`src/rtl/spi_regport_pkg.sv`:
```
package spi_regport_pkg;

    localparam int ADDR_W = 6;
    localparam int DATA_W = 8;
    localparam int BIT_W  = $clog2(DATA_W);

    localparam logic [ADDR_W-1:0] BURST_LO = 6'h0C;
    localparam logic [ADDR_W-1:0] BURST_HI = 6'h11;

    typedef enum logic {
        ACC_READ  = 1'b0,
        ACC_WRITE = 1'b1
    } acc_e;

    // First byte of a frame without its pad bit
    typedef struct packed {
        logic [ADDR_W-1:0] addr;
        acc_e              acc;
    } cmd_t;

    // Which byte of the frame is being received; saturates at DATA_EXTRA
    typedef enum logic [1:0] {
        BYTE_CMD   = 2'd0,
        BYTE_DATA  = 2'd1,
        BYTE_EXTRA = 2'd2
    } byte_e;

    function automatic logic in_burst(input logic [ADDR_W-1:0] a);
        return (a >= BURST_LO) && (a <= BURST_HI);
    endfunction

    function automatic logic [ADDR_W-1:0] burst_next(input logic [ADDR_W-1:0] a);
        return (a == BURST_LO) ? BURST_HI : a - 6'd1;
    endfunction

    function automatic logic [DATA_W-1:0] status_header(input logic por);
        return {1'b0, 1'b0, por, por, por, 1'b0, 1'b1, 1'b0};
    endfunction

endpackage

```
`src/rtl/spi_pin_sync.sv`:
```
module spi_pin_sync #(
    parameter int          W       = 3,
    parameter int          STAGES  = 2,
    parameter logic [W-1:0] RST_VAL = '0
) (
    input  logic         clk,
    input  logic         rst,
    input  logic [W-1:0] din,
    output logic [W-1:0] dout,
    output logic [W-1:0] rise,
    output logic [W-1:0] fall
);
    logic [W-1:0] stg [STAGES];
    logic [W-1:0] prev;

    always_ff @(posedge clk) begin
        if (rst) begin
            for (int i = 0; i < STAGES; i++) stg[i] <= RST_VAL;
            prev <= RST_VAL;
        end else begin
            stg[0] <= din;
            for (int i = 1; i < STAGES; i++) stg[i] <= stg[i-1];
            prev <= stg[STAGES-1];
        end
    end

    assign dout = stg[STAGES-1];

    for (genvar b = 0; b < W; b++) begin : g_edge
        assign rise[b] =  stg[STAGES-1][b] & ~prev[b];
        assign fall[b] = ~stg[STAGES-1][b] &  prev[b];
    end
endmodule

```
`src/rtl/spi_frame_rx.sv`:
```
module spi_frame_rx
    import spi_regport_pkg::*;
(
    input  logic              clk,
    input  logic              rst,
    input  logic              active,
    input  logic              frame_start,
    input  logic              sck_rise,
    input  logic              sck_fall,
    input  logic              mosi,
    output cmd_t              cmd,
    output logic [DATA_W-1:0] wdata,
    output logic              wr_stb,
    output logic              load_req,
    output logic              load_zero,
    output logic              tx_shift,
    output byte_e             byte_idx
);
    logic [BIT_W-1:0]  bit_q;
    logic [DATA_W-1:0] rx_q;
    logic [DATA_W-1:0] rx_n;
    logic              wr_done;

    assign rx_n     = {rx_q[DATA_W-2:0], mosi};
    assign tx_shift = active & sck_fall & (bit_q != '0);

    always_ff @(posedge clk) begin
        if (rst) begin
            bit_q     <= '0;
            byte_idx  <= BYTE_CMD;
            rx_q      <= '0;
            cmd       <= '{addr: '0, acc: ACC_READ};
            wdata     <= '0;
            wr_stb    <= 1'b0;
            wr_done   <= 1'b0;
            load_req  <= 1'b0;
            load_zero <= 1'b0;
        end else begin
            wr_stb   <= 1'b0;
            load_req <= 1'b0;
            if (frame_start) begin
                bit_q    <= '0;
                byte_idx <= BYTE_CMD;
                wr_done  <= 1'b0;
            end else if (active && sck_rise) begin
                rx_q  <= rx_n;
                bit_q <= bit_q + 1'b1;
                if (bit_q == BIT_W'(DATA_W-1)) begin
                    load_req <= 1'b1;
                    if (byte_idx != BYTE_EXTRA) byte_idx <= byte_e'(byte_idx + 2'd1);
                    if (byte_idx == BYTE_CMD) begin
                        cmd       <= cmd_t'(rx_n[DATA_W-1:1]);
                        load_zero <= rx_n[1];
                    end else begin
                        if (byte_idx == BYTE_DATA) wdata <= rx_n;
                        if (cmd.acc == ACC_READ && in_burst(cmd.addr)) begin
                            cmd.addr  <= burst_next(cmd.addr);
                            load_zero <= 1'b0;
                        end else begin
                            load_zero <= 1'b1;
                        end
                    end
                end
            end else if (active && sck_fall && byte_idx == BYTE_EXTRA &&
                         bit_q == '0 && cmd.acc == ACC_WRITE && !wr_done) begin
                wr_stb  <= 1'b1;
                wr_done <= 1'b1;
            end
        end
    end
endmodule

```
`src/rtl/spi_tx_shift.sv`:
```
module spi_tx_shift
    import spi_regport_pkg::*;
(
    input  logic              clk,
    input  logic              rst,
    input  logic              frame_start,
    input  logic              por,
    input  logic              load_req,
    input  logic              load_zero,
    input  logic [DATA_W-1:0] rdata,
    input  logic              shift,
    output logic              sdo
);
    logic [DATA_W-1:0] sh_q;

    always_ff @(posedge clk) begin
        if (rst)              sh_q <= '0;
        else if (frame_start) sh_q <= status_header(por);
        else if (load_req)    sh_q <= load_zero ? '0 : rdata;
        else if (shift)       sh_q <= {sh_q[DATA_W-2:0], 1'b0};
    end

    assign sdo = sh_q[DATA_W-1];
endmodule

```
`src/rtl/spi_regport.sv`:
```
module spi_regport
    import spi_regport_pkg::*;
#(
    parameter int SYNC_STAGES = 2
) (
    input  logic              clk,
    input  logic              rst,
    input  logic              sck_i,
    input  logic              mosi_i,
    input  logic              csb_i,
    output logic              miso_o,
    output logic              miso_oe_o,
    input  logic              por_flag_i,
    output logic [ADDR_W-1:0] reg_addr_o,
    output logic              reg_wr_o,
    output logic [DATA_W-1:0] reg_wdata_o,
    input  logic [DATA_W-1:0] reg_rdata_i
);
    localparam int PINS = 3;  // {csb, mosi, sck}

    logic [PINS-1:0] pin_s, pin_rise, pin_fall;
    logic            active, frame_start;
    cmd_t            cmd;
    byte_e           frame_byte;
    logic            frame_write;
    logic            load_req, load_zero, tx_shift, sdo;

    spi_pin_sync #(
        .W      (PINS),
        .STAGES (SYNC_STAGES),
        .RST_VAL(3'b100)
    ) u_sync (
        .clk (clk),
        .rst (rst),
        .din ({csb_i, mosi_i, sck_i}),
        .dout(pin_s),
        .rise(pin_rise),
        .fall(pin_fall)
    );

    assign active      = ~pin_s[2];
    assign frame_start = pin_fall[2];

    spi_frame_rx u_rx (
        .clk        (clk),
        .rst        (rst),
        .active     (active),
        .frame_start(frame_start),
        .sck_rise   (pin_rise[0]),
        .sck_fall   (pin_fall[0]),
        .mosi       (pin_s[1]),
        .cmd        (cmd),
        .wdata      (reg_wdata_o),
        .wr_stb     (reg_wr_o),
        .load_req   (load_req),
        .load_zero  (load_zero),
        .tx_shift   (tx_shift),
        .byte_idx   (frame_byte)
    );

    spi_tx_shift u_tx (
        .clk        (clk),
        .rst        (rst),
        .frame_start(frame_start),
        .por        (por_flag_i),
        .load_req   (load_req),
        .load_zero  (load_zero),
        .rdata      (reg_rdata_i),
        .shift      (tx_shift),
        .sdo        (sdo)
    );

    assign frame_write = (cmd.acc == ACC_WRITE);
    assign reg_addr_o  = cmd.addr;
    assign miso_oe_o   = active;
    assign miso_o      = active & sdo;
endmodule

```
`config.mk`:
```
export PLATFORM = sky130hd
export DESIGN_NAME = spi_regport
export DESIGN_NICKNAME = d
export VERILOG_FILES = /design/src/rtl/spi_regport_pkg.sv /design/src/rtl/spi_pin_sync.sv /design/src/rtl/spi_frame_rx.sv /design/src/rtl/spi_tx_shift.sv /design/src/rtl/spi_regport.sv
export SDC_FILE = /design/constraint.sdc
export NUM_CORES = 1
export LEC_CHECK = 0
export BUFFER_PORTS_ARGS = -buffer_cell sky130_fd_sc_hd__buf_2
export CAP_MARGIN = 30
export CORE_UTILIZATION = 50
export DETAILED_ROUTE_END_ITERATION = 6
export PLACE_DENSITY = 0.82
export SLEW_MARGIN = 10
export SYNTH_ARGS = -nofsm -noshare
export SYNTH_HDL_FRONTEND = slang
export SYNTH_SLANG_ARGS = --single-unit
```
`constraint.sdc`:
```
create_clock -name clk -period 3.55 [get_ports clk]
set_input_delay 0.1775 -clock clk [delete_from_list [all_inputs] [get_ports clk]]
set_output_delay 0.1775 -clock clk [all_outputs]
set_load 0.05 [all_outputs]
```
==> summary.md, run 1 <==
| Metric | Value |
|---|---|
| Clock skew | `6.79 ps` |
| R2R Setup Slk | `1560 ps` |
| Initial antenna violation count | `0` |
| Most common cell after layout, fill and taps aside | `dfxtp_1` |
| Setup crit start | `u_rx.cmd[1]$_SDFFE_PP0P_` |
| HPWL Detailed | `2.81 mm` |
| Area grow syn2layout | `10.9%` |
| Crit path to | `u_rx.cmd[4]$_SDFFE_PP0P_` |
| Worst relative slew slack | `49.5%` |
| DR WL/cell | `13.6 um` |
| Num CTS Buffers | `5` |
| Area share of the largest cell type after synthesis | `43.7%` |
| Syn Nets | `246` |
| VDD IR max | `340 uV` |
| Area of the die | `4570 sq um` |
| Sequential share of the synthesized area | `43.7%` |
| Synth area leader | `dfxtp_1` |
| Number of global-route vias before repair | `1,429` |
| Setup_tns | `0 ps` |
| Die Ht | `67.6 um` |
| First-iteration detailed-routing DRC count | `81` |
| Diode count | `0` |
| Global route overflow | `0` |
| CTS tree | `built` |
| Layout cells sized above 1 | `19.9%` |
| Minimum clock period | `1990 ps` |
| Reg2Reg Depth | `6` |
| DRC viols | `0` |
| Htree depth | `2` |
| First-pass DRT Iterations | `4` |
| Reg-to-Reg Start | `u_rx.cmd[1]$_SDFFE_PP0P_` |
| Yosys warning total | `0` |
| Hold Vio Cnt, Final | `0` |
| Crit. End Element | `flip-flop` |
| Pwr Density | `404 nW/um^2` |
| Critical path class | `reg -> reg` |
| Largest fanout on the critical path | `7` |
| Ys flop type | `dfxtp_1` |
| Post-CTS Hold Fix Bufs | `0` |
| Synth Instances | `224` |
| FFs w/ async S/R, synth | `0%` |
| Max_cap viols | `0` |
| EDFF count, synth | `0` |
| Root Driver | `clkbuf_8` |
| IO buf count | `30` |
| Synthesized area per cell | `9.61 sq um` |
| IO Count | `31` |
| F_max | `504 MHz` |
| Slew @ Worst Pin | `756 ps` |
| Resized cells post-CTS | `0` |
| Antenna viol nets, final | `0` |
| Final net count | `267` |
| Reg clk slew, reported paths | `80 ps` |
| Hold slack final | `65.1 ps` |
| Setup Viol. Count Final | `0` |
| Vias/cell | `5.48` |
| Worst endpoint required time | `3740 ps` |
| Longest Clk Path Bufs | `2` |
| Worst-Skew Late Latency | `300 ps` |
| Synth cell types | `42` |
| Num rows | `23` |
| Post-layout instance area | `2390 sq um` |
| GPL Wtd Cong | `0.795` |
| Outcome | `completed` |
| Total Routed Length | `4.01 mm` |
| Die Wd | `67.6 um` |
| Ranking of synthesized cells by area | `dfxtp_1 (44%), mux2i_1 (12%), nor2_1 (4.9%)` |
| Postcts setup bufs | `0` |
| Pin count of the biggest net entering global routing | `38` |
| Clk sinks | `47` |
| Critical Path AT | `2180 ps` |
| Final Max Slew Viols | `0` |
| R2r endpoint | `u_rx.cmd[4]$_SDFFE_PP0P_` |
| RSZ-0062 raised after global routing | `no` |
| Most frequent cells in the layout | `dfxtp_1 (47), buf_2 (30), nor2_1 (28)` |
| Flops & latches, synth | `47` |
| Initial core utilization | `53.1%` |
| Vias | `1,621` |
| GRT Resource Usage Total | `19.5%` |
| First-pass GRT wire length | `6.60 mm` |
| Synthesized cell area | `2150 sq um` |
| Hold Path Class | `in -> reg` |
| Area of placed instances | `2270 sq um` |
| Core area | `4060 sq um` |
| Tot Pwr | `0.965 mW` |
| Tcrit/Tclk final | `55.9%` |
| Worst Setup Start Kind | `flip-flop` |
| Pleak | `1.06 nW` |
==> layer usage <==
layer  up-vias  part of all wire (%)  global-route usage, %
met5         -                     0                      0
met4         0                   1.3                   7.18
met3         5                   4.1                   5.07
met2        45                    48                   30.3
met1       762                    47                   25.5
li1        809                     -                      -
==> worst min-delay path by stage <==
stage,from,end,slack (ps),depth (start not counted)
4_1_cts,csb_i,u_sync.stg[0][2]$_SDFF_PP1_,60,2
2_1_floorplan,csb_i,u_sync.stg[0][2]$_SDFF_PP1_,280,1
6_report,csb_i,u_sync.stg[0][2]$_SDFF_PP1_,70,2
3_3_place_gp,csb_i,u_sync.stg[0][2]$_SDFF_PP1_,360,2
5_1_grt,csb_i,u_sync.stg[0][2]$_SDFF_PP1_,50,2
3_5_place_dp,csb_i,u_sync.stg[0][2]$_SDFF_PP1_,370,2
==> stage by stage <==
step | setup WS [ps] | instances | util (%)
floorplan | 1820 | 224 | -
global placement | 1610 | 288 | 56.0
detailed placement | 1590 | 288 | 56.0
CTS | 1570 | 296 | 58.9
global route | 1440 | 296 | 58.9
finish | 1560 | 296 | 58.9
==> sequential cells by signal, indices dropped and copies added (netlist names) <==
name and count:
u_rx.rx_q 7, u_sync.stg 6, u_rx.load_req 1, u_rx.load_zero 1, u_rx.byte_idx 2, u_rx.bit_q 3, u_sync.prev 2, u_tx.sh_q 8
u_rx.wdata 8, u_rx.cmd 7, u_rx.wr_done 1, u_rx.wr_stb 1
==> worst max-delay path, stage by stage (launching register included) <==
cell and delay, ps:
dfxtp_1 470, inv_1 70, ha_1 250, o21a_1 200, a22oi_1 240, a21o_1 320
mux2_4 330
==> Yosys cell counts, types with 3 or more instances <==
library cell	n
dfxtp_1	47
nor2_1	28
mux2i_1	25
inv_1	14
nor2b_1	13
a21oi_1	9
nand2_1	9
ha_1	8
buf_4	6
a211oi_1	5
a22oi_1	5
clkbuf_1	5
buf_2	4
a21o_1	3
a22o_1	3
o22ai_1	3
xnor2_1	3
==> power by group <==
group	total [mW]	switching [mW]	internal [mW]
sequential	0.536	0.00332	0.532
clock	0.400	0.172	0.228
combinational	0.0287	0.0174	0.0113
total	0.965	0.193	0.771
==> area by class of cell <==
class | instances | area, sq um
clock buffer | 6 | 82.6
clock inverter | 2 | 35.0
fill | 343 | 1670
inverter | 14 | 52.6
multi-input combinational | 147 | 1060
sequential | 47 | 941
tap | 50 | 62.6
timing repair buffer | 30 | 150
==> cells by family after synthesis <==
| logic type | Yosys count | synth area share, % |
|---|---|---|
| AND/OR/NAND/NOR | 71 | 17.9 |
| flip-flops | 47 | 43.7 |
| AO/OA/AOI/OAI | 38 | 12.7 |
| buffers and inverters | 30 | 6.86 |
| multiplexers | 27 | 13.0 |
| adder cells (fa/ha/maj) | 8 | 4.65 |
| XOR/XNOR | 3 | 1.22 |
No activity file was read; power rests on OpenSTA's default activity.
==> inputs of run 2 (changes only) <==
- PLACE_DENSITY: 0.82 -> 0.85
- clock period: 3.55 -> 1.6 ns (I/O delays scaled with it)
==> summary.md, run 2 (synthesis results as in run 1) <==
| Metric | Value |
|---|---|
| Worst endpoint required time | `1860 ps (-1880 ps)` |
| Crit path to | `u_rx.cmd[4]$_SDFFE_PP0P_` |
| Area grow syn2layout | `21.7%` |
| F_max | `609 MHz (+21%)` |
| Worst-Skew Late Latency | `310 ps (about the same)` |
| Die Wd | `67.6 um (unchanged)` |
| Non-Filler Instances | `320 (+8.1%)` |
| Crit. End Element | `flip-flop` |
| Reg clk slew, reported paths | `90 ps (about the same)` |
| Clock skew | `6.51 ps (-0.275 ps)` |
| Setup slack after layout | `-40.9 ps (-1610 ps)` |
| Global route overflow | `0 (unchanged)` |
| Critical path class | `reg -> reg` |
| RSZ-0062 raised after global routing | `yes` |
| Reg2Reg Depth | `7 (+1)` |
| Reg-to-Reg Start | `u_rx.cmd[2]$_SDFFE_PP0P_` |
| Tcrit/Tclk final | `103% (+47 points)` |
| Total Routed Length | `4.80 mm (+20%)` |
| Num CTS Buffers | `5 (unchanged)` |
| Most frequent cells in the layout | `dfxtp_1 (43), buf_2 (30), nor2_1 (28)` |
| IO buf count | `30 (unchanged)` |
| Core area | `4060 sq um (unchanged)` |
| Minimum clock period | `1640 ps (-345 ps)` |
| Largest regs | `u_rx.wdata: 8 flops, u_tx.sh_q: 8 flops` |
| HPWL Detailed | `3.21 mm (+14%)` |
| Layout cells sized above 1 | `31.5% (+12 points)` |
| Pre-CTS WS | `-51.4 ps (-1640 ps)` |
| Stages on worst setup path | `7 (+1)` |
| R2r endpoint | `u_rx.cmd[4]$_SDFFE_PP0P_` |
| Worst Setup Start Kind | `flip-flop` |
| Worst relative slew slack | `65.5% (+16 points)` |
| Die Ht | `67.6 um (unchanged)` |
| Area of the die | `4570 sq um (unchanged)` |
| Critical Path Slowest Stage Cell | `a221o_1` |
| Final Max Slew Viols | `0 (unchanged)` |
| Vias | `1,717 (+5.9%)` |
| Vias/cell | `5.37 (-2.0%)` |
| GRT Resource Usage Total | `22.1% (+2.7 points)` |
| CTS tree | `built` |
| Slew @ Worst Pin | `517 ps (-239 ps)` |
| Setup crit start | `u_rx.cmd[2]$_SDFFE_PP0P_` |
| Diode count | `0 (unchanged)` |
| IO Count | `31 (unchanged)` |
| DR WL/cell | `15.0 um (+11%)` |
| R2R Setup Slk | `-40 ps (-1610 ps)` |
| Number of global-route vias before repair | `1,630 (+14%)` |
| First-pass GRT wire length | `7.31 mm (+11%)` |
| Worst path bufs/invs | `2 (+1)` |
| Pwr Density | `764 nW/um^2 (+89%)` |
| First-pass DRT Iterations | `4 (unchanged)` |
| Critical Path AT | `1900 ps (-280 ps)` |
| Outcome | `complete, but fails checks` |
| Initial core utilization | `53.1% (unchanged)` |
| Pleak | `1.16 nW (+9.8%)` |
| Htree depth | `2 (unchanged)` |
| Placed Cells | `303 (+5.2%)` |
| Antenna viol nets, final | `0 (unchanged)` |
| Max incr delay on CP | `380 ps (-90 ps)` |
| Worst path top cell family by delay | `compound AO/OA/AOI/OAI gates` |
| Initial antenna violation count | `0 (unchanged)` |
| Setup Viol. Count Final | `2 (+2)` |
| Failing checks | `setup timing` |
| Longest Clk Path Bufs | `2 (unchanged)` |
| Max_cap viols | `0 (unchanged)` |
| Largest fanout on the critical path | `3 (-4)` |
| First-iteration detailed-routing DRC count | `90 (+11%)` |
| Final core occ | `64.6% (+5.7 points)` |
| Root Driver | `clkbuf_8` |
| Hold Vio Cnt, Final | `0 (unchanged)` |
| VDD IR max | `738 uV (+120%)` |
| Fillers | `301 (-12%)` |
| CP Cell Sequence | `inv_2 > ha_4 > buf_6 > and3b_2 > a221o_1 > a21oi_1 > mux2_4` |
| GPL Wtd Cong | `0.856 (+7.7%)` |
| Area of placed instances | `2400 sq um (+5.8%)` |
| Clk sinks | `47 (unchanged)` |
| Most common cell after layout, fill and taps aside | `dfxtp_1` |
| Post-layout instance area | `2620 sq um (+9.7%)` |
| Pin count of the biggest net entering global routing | `37 (-2.6%)` |
| Num rows | `23 (unchanged)` |
| Hold Path Class | `in -> reg` |
| DRC viols | `0 (unchanged)` |
| Final net count | `291 (+9.0%)` |
run 2: power by group:
part | internal (mW) | switching (mW)
Clock | 0.312 | 0.426
Combinational | 0.0327 | 0.0421
Sequential | 1.18 | 0.00861
run 2: worst min path at each step:
stage,from,endpoint,slack (ps),cells past startpoint
after floorplan,csb_i,u_sync.stg[0][2]$_SDFF_PP1_,180,1
after global placement,csb_i,u_sync.stg[0][2]$_SDFF_PP1_,260,2
after detailed placement,csb_i,u_sync.stg[0][2]$_SDFF_PP1_,260,2
after CTS,reg_rdata_i[0],u_tx.sh_q[0]$_SDFFE_PP0P_,9,3
after global routing,reg_rdata_i[0],u_tx.sh_q[0]$_SDFFE_PP0P_,80,3
final,reg_rdata_i[0],u_tx.sh_q[0]$_SDFFE_PP0P_,10,3
run 2: worst register-to-register path, stage by stage (launching register included):
cell     delay (ps)
dfxtp_2         370
inv_2            70
ha_4            160
buf_6           110
and3b_2         220
a221o_1         380
a21oi_1         130
mux2_4          160
run 2: cell type report:
| class | count | area [sq um] | share of cell area (%) |
|---|---|---|---|
| inverter | 14 | 52.6 | 2.00 |
| tap | 50 | 62.6 | 2.39 |
| clock buffer | 5 | 68.8 | 2.63 |
| timing repair buffer | 54 | 342 | 13.0 |
| sequential | 47 | 946 | 36.1 |
| clock inverter | 3 | 23.8 | 0.907 |
| multi-input combinational | 147 | 1130 | 43.0 |
run 2: metal layers:
layer  vias up  wire length, um  part of all wire (%)  global-route usage [%]
met4         0               64                   1.3                    8.24
met5         -                0                     0                       0
met2        54             2410                    50                    37.7
li1        859                -                     -                       -
met1       795             2060                    43                    25.5
met3         9              258                   5.4                    7.09
run 2: timing repair:
action / 4_1_cts / 5_1_grt
resized for setup: 5 / 10
pin swaps: 4 / 7
hold buffers: 3 / 0
endpoints found under the hold margin: 3 / 0
buffers inserted: 4 / 3
endpoints found under the setup margin: 14 / 17
run 2: through the flow:
stage               total power, mW  setup TNS [ps]  hold slack [ps]
global placement               1.28           -14.8              262
detailed placement             1.29            -288              264
finish                         2.00           -54.6             14.3
floorplan                      1.26               0              184
global route                   2.07            -267             79.1
CTS                            2.02           -39.5             9.02
==> inputs of run 3 (changes only) <==
- ABC_AREA: default -> 1
- TNS_END_PERCENT: default -> 20
==> summary.md, run 3 <==
| Metric | Value |
|---|---|
| Area share of the largest cell type after synthesis | `41.8% (-1.9 points)` |
| Root Driver | `clkbuf_8` |
| Reg2Reg Depth | `9 (+2)` |
| Vias/cell | `4.96 (-7.5%)` |
| FFs w/ async S/R, synth | `0% (unchanged)` |
| Crit. End Element | `flip-flop` |
| Pin count of the biggest net entering global routing | `19 (-49%)` |
| Pre-CTS WS | `27.6 ps (+79.0 ps)` |
| Total Routed Length | `4.43 mm (-7.7%)` |
| Most common cell after layout, fill and taps aside | `nand2_1` |
| Reg-to-Reg Start | `u_rx.bit_q[0]$_SDFFE_PP0P_` |
| Layout cells sized above 1 | `22.8% (-8.6 points)` |
| Minimum clock period | `1500 ps (-137 ps)` |
| Pleak | `1.24 nW (+6.7%)` |
| Initial antenna violation count | `0 (unchanged)` |
| Clock skew | `9.18 ps (+2.67 ps)` |
| Num rows | `24 (+4.3%)` |
| First-pass GRT wire length | `7.62 mm (+4.2%)` |
| Num CTS Buffers | `5 (unchanged)` |
| Diode count | `0 (unchanged)` |
| Worst-Skew Late Latency | `310 ps (about the same)` |
| GRT Resource Usage Total | `19.5% (-2.6 points)` |
| DR WL/cell | `11.4 um (-24%)` |
| Hold slack final | `56.7 ps (+42.4 ps)` |
| Worst Setup Start Kind | `flip-flop` |
| Tcrit/Tclk final | `94.0% (-8.5 points)` |
| Hold depth | `3 (unchanged)` |
| Synthesized cell area | `2250 sq um (+4.5%)` |
| IO buf count | `30 (unchanged)` |
| Initial core utilization | `52.0% (-1.0 points)` |
| Outcome | `completed` |
| IO Count | `31 (unchanged)` |
| Hold endpoint | `u_tx.sh_q[0]$_SDFFE_PP0P_` |
| Synthesized area per cell | `7.47 sq um (-22%)` |
| Synth top cells by count | `nand2_1 (60), dfxtp_1 (47), nor2_1 (38)` |
| Global route overflow | `0 (unchanged)` |
| Final net count | `358 (+23%)` |
| Die Ht | `69.1 um (+2.1%)` |
| Hold Path Class | `in -> reg` |
| Final Max Slew Viols | `0 (unchanged)` |
| Htree depth | `2 (unchanged)` |
| Clk sinks | `47 (unchanged)` |
| DRC viols | `0 (unchanged)` |
| Fillers | `387 (+29%)` |
| CTS tree | `built` |
| Synth area leader | `dfxtp_1` |
| Synth cell types | `35 (-17%)` |
| Final core occ | `61.2% (-3.4 points)` |
| HPWL Detailed | `3.26 mm (+1.6%)` |
| Number of global-route vias before repair | `1,803 (+11%)` |
| Ys flop type | `dfxtp_1` |
| Reg area | `942 sq um (-0.40%)` |
| Slew @ Worst Pin | `556 ps (+39.4 ps)` |
| First-pass DRT Iterations | `4 (unchanged)` |
| Critical Path AT | `1750 ps (-150 ps)` |
| Die Wd | `69.1 um (+2.1%)` |
| Setup slack after layout | `95.7 ps (+137 ps)` |
| Sequential share of the synthesized area | `41.8% (-1.9 points)` |
| Longest Clk Path Bufs | `2 (unchanged)` |
| Yosys warning total | `0 (unchanged)` |
| Setup Viol. Count Final | `0 (-2)` |
| Ranking of synthesized cells by area | `dfxtp_1 (42%), nand2_1 (10%), nor2_1 (6.3%)` |
| Largest fanout on the critical path | `9 (+6)` |
| R2R Setup Slk | `100 ps (+140 ps)` |
| Vias | `1,931 (+12%)` |
| Postcts setup bufs | `0 (-4)` |
| Largest regs | `u_rx.wdata: 8 flops, u_tx.sh_q: 8 flops` |
| R2r endpoint | `u_rx.wdata[6]$_SDFFE_PP0P_` |
| VDD IR max | `613 uV (-17%)` |
| Syn Nets | `323 (+31%)` |
| Flops & latches, synth | `47 (unchanged)` |
| Hold Vio Cnt, Final | `0 (unchanged)` |
| EDFF count, synth | `0 (unchanged)` |
| Max_cap viols | `0 (unchanged)` |
| Worst Hold Launch | `reg_rdata_i[0]` |
| F_max | `665 MHz (+9.1%)` |
| Area of the die | `4770 sq um (+4.3%)` |
| Multi-input logic area | `1100 sq um (-2.2%)` |
| Count leader, synth | `nand2_1` |
| RSZ-0062 raised after global routing | `yes` |
| Antenna viol nets, final | `0 (unchanged)` |
| Core area | `4320 sq um (+6.6%)` |
| Pwr Density | `869 nW/um^2 (+14%)` |
| Worst relative slew slack | `62.9% (-2.6 points)` |
| Critical path class | `reg -> reg` |
| Reg clk slew, reported paths | `80 ps (about the same)` |
| First-iteration detailed-routing DRC count | `129 (+43%)` |
| Worst endpoint required time | `1850 ps (about the same)` |
| GPL Wtd Cong | `0.857 (+0.12%)` |
| Most frequent cells in the layout | `nand2_1 (59), dfxtp_1 (46), nor2_1 (36)` |
| Area grow syn2layout | `17.7%` |
| Synth Instances | `301 (+34%)` |
run 3: how the worst max path moves through the flow:
stage / start / end / slack, ps / cells past startpoint
global placement: u_rx.cmd[1]$_SDFFE_PP0P_ / u_rx.cmd[5]$_SDFFE_PP0P_ / 70 / 12
floorplan: u_rx.cmd[1]$_SDFFE_PP0P_ / u_rx.cmd[5]$_SDFFE_PP0P_ / 180 / 12
finish: u_rx.bit_q[0]$_SDFFE_PP0P_ / u_rx.wdata[6]$_SDFFE_PP0P_ / 100 / 9
CTS: u_rx.cmd[1]$_SDFFE_PP0P_ / u_rx.cmd[5]$_SDFFE_PP0P_ / 10 / 12
global route: u_rx.byte_idx[0]$_SDFFE_PP0P_ / u_rx.wdata[0]$_SDFFE_PP0P_ / -20 / 8
detailed placement: u_rx.cmd[1]$_SDFFE_PP0P_ / u_rx.cmd[1]$_SDFFE_PP0P_ / 30 / 12
run 3: timing repair:
item,in CTS,in global routing
gates resized for setup,0,9
setup endpoints to repair,0,12
hold endpoints to repair,3,0
hold buffers,3,0
run 3: layer usage:
layer / track usage (%) / part of all wire (%)
met1: 23.4 / 45
met2: 33.4 / 49
met3: 4.53 / 4.7
met4: 7.71 / 1.6
met5: 0 / 0
run 3: through the flow:
stage / std cells / area, sq um / total power, mW / TNS [ps]
after global routing: 389 / 2650 / 2.37 / -18.9
after floorplan: 301 / 2250 / 1.26 / 0
after CTS: 389 / 2610 / 2.31 / 0
after global placement: 378 / 2450 / 1.30 / 0
after detailed placement: 378 / 2450 / 1.30 / 0
final: 389 / 2650 / 2.30 / 0
run 3: critical path, cell delays in order (launching register included):
cell and delay [ps]:
dfxtp_1 340, ha_1 150, ha_1 190, nand4_4 150
inv_2 90, nand2_4 60, nor2_4 140, buf_12 150
o21ai_2 50, a21oi_2 120
run 3: area by class of cell:
| type | count | area share, % |
|---|---|---|
| flip-flops and latches | 47 | 35.6 |
| well taps | 52 | 2.46 |
| clock inverters | 2 | 2.27 |
| clock buffers | 6 | 2.74 |
| inverters | 41 | 5.81 |
| repair buffers | 41 | 9.55 |
| multi-input cells | 200 | 41.6 |
run 3: report_power, final:
part | internal [mW] | total, mW | leakage (nW) | switching [mW]
registers | 1.18 | 1.19 | 0.381 | 0.00724
clock network | 0.624 | 1.02 | 0.0654 | 0.399
logic | 0.0373 | 0.0901 | 0.794 | 0.0528
total | 1.84 | 2.30 | 1.24 | 0.459
run 3: cells by family after synthesis:
group | count (synthesis) | synth area share (%)
AO/OA/AOI/OAI | 54 | 14.1
XOR/XNOR | 2 | 0.779
adder cells (fa/ha/maj) | 8 | 4.45
buffers and inverters | 54 | 10.8
flip-flops | 47 | 41.8
AND/OR/NAND/NOR | 136 | 28.0
